===== config.mk =====
export PLATFORM = sky130hd
export DESIGN_NAME = burst4_read_port
export DESIGN_NICKNAME = d
export VERILOG_FILES = /design/src/rtl/rdp_pkg.sv /design/src/rtl/rdp_accept.sv /design/src/rtl/rdp_pipe.sv /design/src/rtl/rdp_burst.sv /design/src/rtl/burst4_read_port.sv
export SDC_FILE = /design/constraint.sdc
export NUM_CORES = 1
export LEC_CHECK = 0
export BUFFER_PORTS_ARGS = -buffer_cell sky130_fd_sc_hd__buf_4
export CAP_MARGIN = 40
export CORE_MARGIN = 2
export CORE_UTILIZATION = 25
export CTS_CLUSTER_SIZE = 20
export DETAILED_ROUTE_END_ITERATION = 7
export GPL_ROUTABILITY_DRIVEN = 0
export SYNTH_ARGS = -nofsm -noshare
export SYNTH_HDL_FRONTEND = slang
export SYNTH_SLANG_ARGS = --single-unit

===== constraint.sdc =====
create_clock -name clk -period 2.1 [get_ports clk]
set_clock_uncertainty 0.05 [all_clocks]
set_input_delay 0 -clock clk [delete_from_list [all_inputs] [get_ports clk]]
set_output_delay 0 -clock clk [all_outputs]
set_load 0.02 [all_outputs]

===== src/rtl/rdp_pkg.sv =====
package rdp_pkg;
    typedef enum logic {PH_CMD = 1'b0, PH_HALF = 1'b1} beat_ph_e;

    localparam int LAT_NORM_BEATS = 5;
    localparam int LAT_FAST_BEATS = 2;
endpackage


===== src/rtl/rdp_accept.sv =====
module rdp_accept
    import rdp_pkg::*;
(
    input  logic clk,
    input  logic rst_n,
    input  logic rd_sel_n,
    output logic cmd_o,
    output logic accept_o
);
    typedef struct packed {
        beat_ph_e ph;
        logic     blk;
    } st_t;

    st_t st_d, st_q;

    always_comb begin
        st_d     = st_q;
        cmd_o    = (st_q.ph == PH_CMD);
        accept_o = cmd_o && !rd_sel_n && !st_q.blk;
        st_d.ph  = cmd_o ? PH_HALF : PH_CMD;
        if (cmd_o) st_d.blk = accept_o;
    end

    always_ff @(posedge clk) begin
        if (!rst_n) st_q <= '{ph: PH_CMD, blk: 1'b0};
        else        st_q <= st_d;
    end

    AST_CMD_ALTERNATES: assert property (@(posedge clk) disable iff (!rst_n)
        cmd_o |=> !cmd_o);
    AST_B2B_DROPPED: assert property (@(posedge clk) disable iff (!rst_n)
        accept_o |=> ##1 !accept_o);
endmodule


===== src/rtl/rdp_pipe.sv =====
module rdp_pipe
    import rdp_pkg::*;
#(
    parameter int ADDR_W = 20
) (
    input  logic              clk,
    input  logic              rst_n,
    input  logic              fast_mode,
    input  logic              accept,
    input  logic [ADDR_W-1:0] addr,
    output logic              launch,
    output logic [ADDR_W-1:0] launch_addr
);
    localparam int NSTG     = LAT_NORM_BEATS;
    localparam int TAP_NORM = LAT_NORM_BEATS - 1;
    localparam int TAP_FAST = LAT_FAST_BEATS - 1;

    typedef struct packed {
        logic              vld;
        logic [ADDR_W-1:0] adr;
    } tok_t;

    tok_t [NSTG-1:0] stg_d, stg_q;
    logic [NSTG-1:0] vld_vec;

    always_comb begin
        stg_d[0] = '{vld: accept, adr: addr};
        for (int i = 1; i < NSTG; i++) begin
            stg_d[i] = stg_q[i-1];
            if (fast_mode && (i == TAP_FAST + 1)) stg_d[i].vld = 1'b0;
        end
        launch      = fast_mode ? stg_q[TAP_FAST].vld : stg_q[TAP_NORM].vld;
        launch_addr = fast_mode ? stg_q[TAP_FAST].adr : stg_q[TAP_NORM].adr;
    end

    for (genvar g = 0; g < NSTG; g++) begin : g_stage
        always_ff @(posedge clk) begin
            if (!rst_n) stg_q[g] <= '0;
            else        stg_q[g] <= stg_d[g];
        end
        assign vld_vec[g] = stg_q[g].vld;
    end

    AST_TWO_IN_FLIGHT: assert property (@(posedge clk) disable iff (!rst_n)
        $countones(vld_vec) <= 2);
endmodule


===== src/rtl/rdp_burst.sv =====
module rdp_burst #(
    parameter int WORD_W = 18,
    parameter int NWORDS = 4
) (
    input  logic                     clk,
    input  logic                     rst_n,
    input  logic                     cmd,
    input  logic                     launch,
    input  logic [WORD_W*NWORDS-1:0] arr_rdata,
    output logic [WORD_W-1:0]        q_data,
    output logic                     q_valid,
    output logic                     q_oe
);
    localparam int ROW_W = WORD_W * NWORDS;
    localparam int IW    = (NWORDS > 1) ? $clog2(NWORDS) : 1;
    localparam logic [IW-1:0] LAST = IW'(NWORDS - 1);

    typedef struct packed {
        logic [ROW_W-1:0]  row;
        logic [WORD_W-1:0] data;
        logic              valid;
        logic              oe;
        logic [IW-1:0]     idx;
    } st_t;

    st_t st_d, st_q;

    always_comb begin
        st_d       = st_q;
        st_d.valid = 1'b0;
        st_d.data  = '0;
        if (launch) begin
            st_d.row   = arr_rdata;
            st_d.data  = arr_rdata[WORD_W-1:0];
            st_d.valid = 1'b1;
            st_d.idx   = (NWORDS > 1) ? IW'(1) : '0;
        end else if (st_q.idx != '0) begin
            st_d.data  = st_q.row[st_q.idx*WORD_W +: WORD_W];
            st_d.valid = 1'b1;
            st_d.idx   = (st_q.idx == LAST) ? '0 : st_q.idx + 1'b1;
        end
        st_d.oe = st_d.valid || (st_q.oe && !cmd);
    end

    always_ff @(posedge clk) begin
        if (!rst_n) st_q <= '0;
        else        st_q <= st_d;
    end

    assign q_data  = st_q.data;
    assign q_valid = st_q.valid;
    assign q_oe    = st_q.oe;

    AST_NO_MIDBURST_LAUNCH: assert property (@(posedge clk) disable iff (!rst_n)
        launch |-> (st_q.idx == '0 || st_q.idx == LAST));
    AST_OE_COVERS_VALID: assert property (@(posedge clk) disable iff (!rst_n)
        q_valid |-> q_oe);
    AST_OE_DROPS_ON_CMD: assert property (@(posedge clk) disable iff (!rst_n)
        $fell(q_oe) |-> $past(cmd));
    AST_IDLE_DATA_ZERO: assert property (@(posedge clk) disable iff (!rst_n)
        !q_valid |-> (q_data == '0));
endmodule


===== src/rtl/burst4_read_port.sv =====
module burst4_read_port #(
    parameter int ADDR_W = 20,
    parameter int WORD_W = 18,
    parameter int NWORDS = 4
) (
    input  logic                     clk,
    input  logic                     rst_n,
    input  logic                     rd_sel_n,
    input  logic [ADDR_W-1:0]        rd_addr,
    input  logic                     fast_mode,
    output logic [ADDR_W-1:0]        arr_raddr,
    input  logic [WORD_W*NWORDS-1:0] arr_rdata,
    output logic [WORD_W-1:0]        q_data,
    output logic                     q_valid,
    output logic                     q_oe
);
    logic cmd, accept, launch;

    rdp_accept u_accept (
        .clk      (clk),
        .rst_n    (rst_n),
        .rd_sel_n (rd_sel_n),
        .cmd_o    (cmd),
        .accept_o (accept)
    );

    rdp_pipe #(.ADDR_W(ADDR_W)) u_pipe (
        .clk         (clk),
        .rst_n       (rst_n),
        .fast_mode   (fast_mode),
        .accept      (accept),
        .addr        (rd_addr),
        .launch      (launch),
        .launch_addr (arr_raddr)
    );

    rdp_burst #(.WORD_W(WORD_W), .NWORDS(NWORDS)) u_burst (
        .clk       (clk),
        .rst_n     (rst_n),
        .cmd       (cmd),
        .launch    (launch),
        .arr_rdata (arr_rdata),
        .q_data    (q_data),
        .q_valid   (q_valid),
        .q_oe      (q_oe)
    );
endmodule


==> reports/results.ini <==
[yosys]
syn_avg_cell_area_um2=10.4
synth_nets=762
synth_seq_cells=201
netlist_area_mm2=0.00689
yosysWarningCount=0
yosys.area.top_type_share=0.584
yosys.cell_types.count=24
synthTopCellsByArea=dfxtp_1 (58%), and2_1 (9.4%), nand2_1 (8.0%)
synth_top_cell_by_area=dfxtp_1
netlist_instances=663
ys_seq_area_frac=0.584

[timing]
worst_pin_slew_ps=798
drv_slew=0
slew_headroom=0.468
hold_viol_final=0
fin_ws_ps=480
hold_ws_ps=195
fin_tns_setup_ps=0
finalSetupViolCount=0
period_minus_slack_ps=1620
fin_crit_sh=0.771
rsz0062_at_grt=no
max_freq_mhz=617

[finish]
finalInstanceArea_mm2=0.00984
finish.utilization=0.364
drive_above_1_share=0.260
final_nets=965
syn2layout_area_growth_pct=42.9

[detailed_routing]
post_drt_wl_per_cell_um=13.3
viasPerCell=4.16
via_count=5086
drt_iter0_drc=362
ant_nets=0
routed_wirelength_um=16300
first_pass_iters=5
drc_errors=0

[floorplanning]
die_x_um=170
core_mm2=0.0270
die_area_mm2=0.0289
ioPinCount=136
die_h_um=170
initial_utilization=0.255
fp-row-count=60

[setup_path]
critical-path-max-stage-delay_ps=520
end_kind=primary output
critPathSlowestCell=dlygate4sd3_1
cp_data_arrival_time_ps=1570
startpoint_type=primary input
crit_path_cell_trace=dlygate4sd3_1, buf_4, buf_4, mux2_2, buf_4
path_common_cell=buf_4
critPathMaxFanout=21
cp.required_ps=2050
crit_type=primary input to primary output

[cts]
ctsLongestPathBuffers=3
cts_root_buf=clkbuf_16
post-cts-setup-buffer-count=0
clkTransAtPathRegs_ps=60
cts_resized=0
cts_htree_levels=1
clock_sinks=201
cts_made_buffers=22
ctsHoldBuffers=95
clock_latency_ps=490
tritoncts=done

[grt]
grt_pass1_vias=5018
grt_pass1_wl_um=25300
grt_max_degree=101
overflow=0
grt_util_all_layers=0.109
antenna_found_initial=1

[placement]
place_area_mm2=0.00811
io_buffer_count=135
dpl_worst_slack_ps=505
dp_hpwl_um=9960

[worst_hold_path]
holdCritPathClass=primary input to flip-flop

[pwr]
peakVddDrop_mv=0.683
power_density_mw_per_mm2=914
power_leakage_nw=3.95

[job]
cap_viol_max_count=0

[outcome]
status=completed

[cell usage after synthesis]
master	number
nand2_1	146
mux2_4	1
inv_1	2
mux4_2	18
clkbuf_1	22
ha_1	3
dfxtp_1	201
nor4_1	1
buf_6	2
buf_1	1
and2_1	103
a21oi_1	76
nor2_1	3
a31oi_1	1
mux2i_1	1
nor3_1	3
nor2_2	1
mux2i_2	1
nor3_4	1
buf_2	13
mux2_2	20
inv_2	1
buf_4	24
a22o_1	18
[sequential cells by signal, summed over array words and instances (netlist names)]
signal / count
u_pipe.stg_d: 83
u_burst.st_q: 74
u_pipe.stg_q: 22
u_burst.q_data: 18
u_accept.st_q: 2
u_burst.q_oe: 1
u_burst.q_valid: 1
[critical path, delay by kind of cell]
family / cells / cell delay, ps
buffers and inverters: 4 / 1150
muxes: 1 / 390
[report_power, final]
part           leakage, nW  switching, W  internal [W]
clock                0.388       0.00154       0.00251
sequential            1.63     0.0000473       0.00393
combinational         1.92      0.000446      0.000526
total                 3.95       0.00204       0.00696
[metal layers]
layer,part of all wire,global-route usage
met2,0.47,0.188
met1,0.45,0.137
met3,0.048,0.0230
met5,0,0
met4,0.027,0.0349
[worst paths after layout]
kind | start | end | slack [ps] | depth (start not counted)
worst max-delay path | fast_mode | arr_raddr[1] | 480 | 5
worst min-delay path | rd_addr[13] | u_pipe.stg_d[34]$_SDFF_PN0_ | 190 | 3
worst max register to register | u_pipe.stg_q[41]$_SDFF_PN0_ | u_burst.st_q[42]$_SDFFE_PN0P_ | 480 | 4
worst min register to register | u_pipe.stg_d[30]$_SDFF_PN0_ | u_pipe.stg_d[51]$_SDFF_PN0_ | 380 | 1
[final cells by class]
| cell class | count | area (um2) |
|---|---|---|
| clock buffers | 28 | 634 |
| multi-input cells | 397 | 2510 |
| repair buffers | 241 | 2090 |
| well taps | 341 | 427 |
| clock inverters | 12 | 145 |
| fillers | 2683 | 17200 |
| flip-flops and latches | 201 | 4030 |
| diodes | 1 | 2.50 |
| inverters | 3 | 11.3 |
[placed cells by master, fill, tap and decap left out, types with 4 or more instances in the layout]
cell / netlist / routed
a22o_1: 18 / 18
a21oi_1: 76 / 76
mux4_2: 18 / 18
mux2_2: 20 / 20
clkbuf_8: 0 / 4
and2_1: 103 / 103
dfxtp_1: 201 / 200
clkinv_2: 0 / 6
buf_4: 24 / 142
nand2_1: 146 / 146
clkbuf_16: 0 / 23
dlygate4sd3_1: 0 / 95
[stage by stage]
stage,instances,power [W]
final,1224,0.00900
after global routing,1224,0.00938
after CTS,1223,0.00916
after detailed placement,1088,0.00491
after global placement,1087,0.00489
after floorplan,663,0.00453
[cells by family (layout without fill, tap and decap cells)]
family                     Yosys count  after routing  synth area share
AOI/OAI and AO/OA                   95             95            0.0790
adders and majority gates            3              3           0.00545
buffers and inverters               65            284            0.0530
DFF                                201            201             0.584
muxes                               41             41            0.0972
other                                0              1                 0
and+or+nand+nor                    258            258             0.181
(Power assumes the default switching activity.)
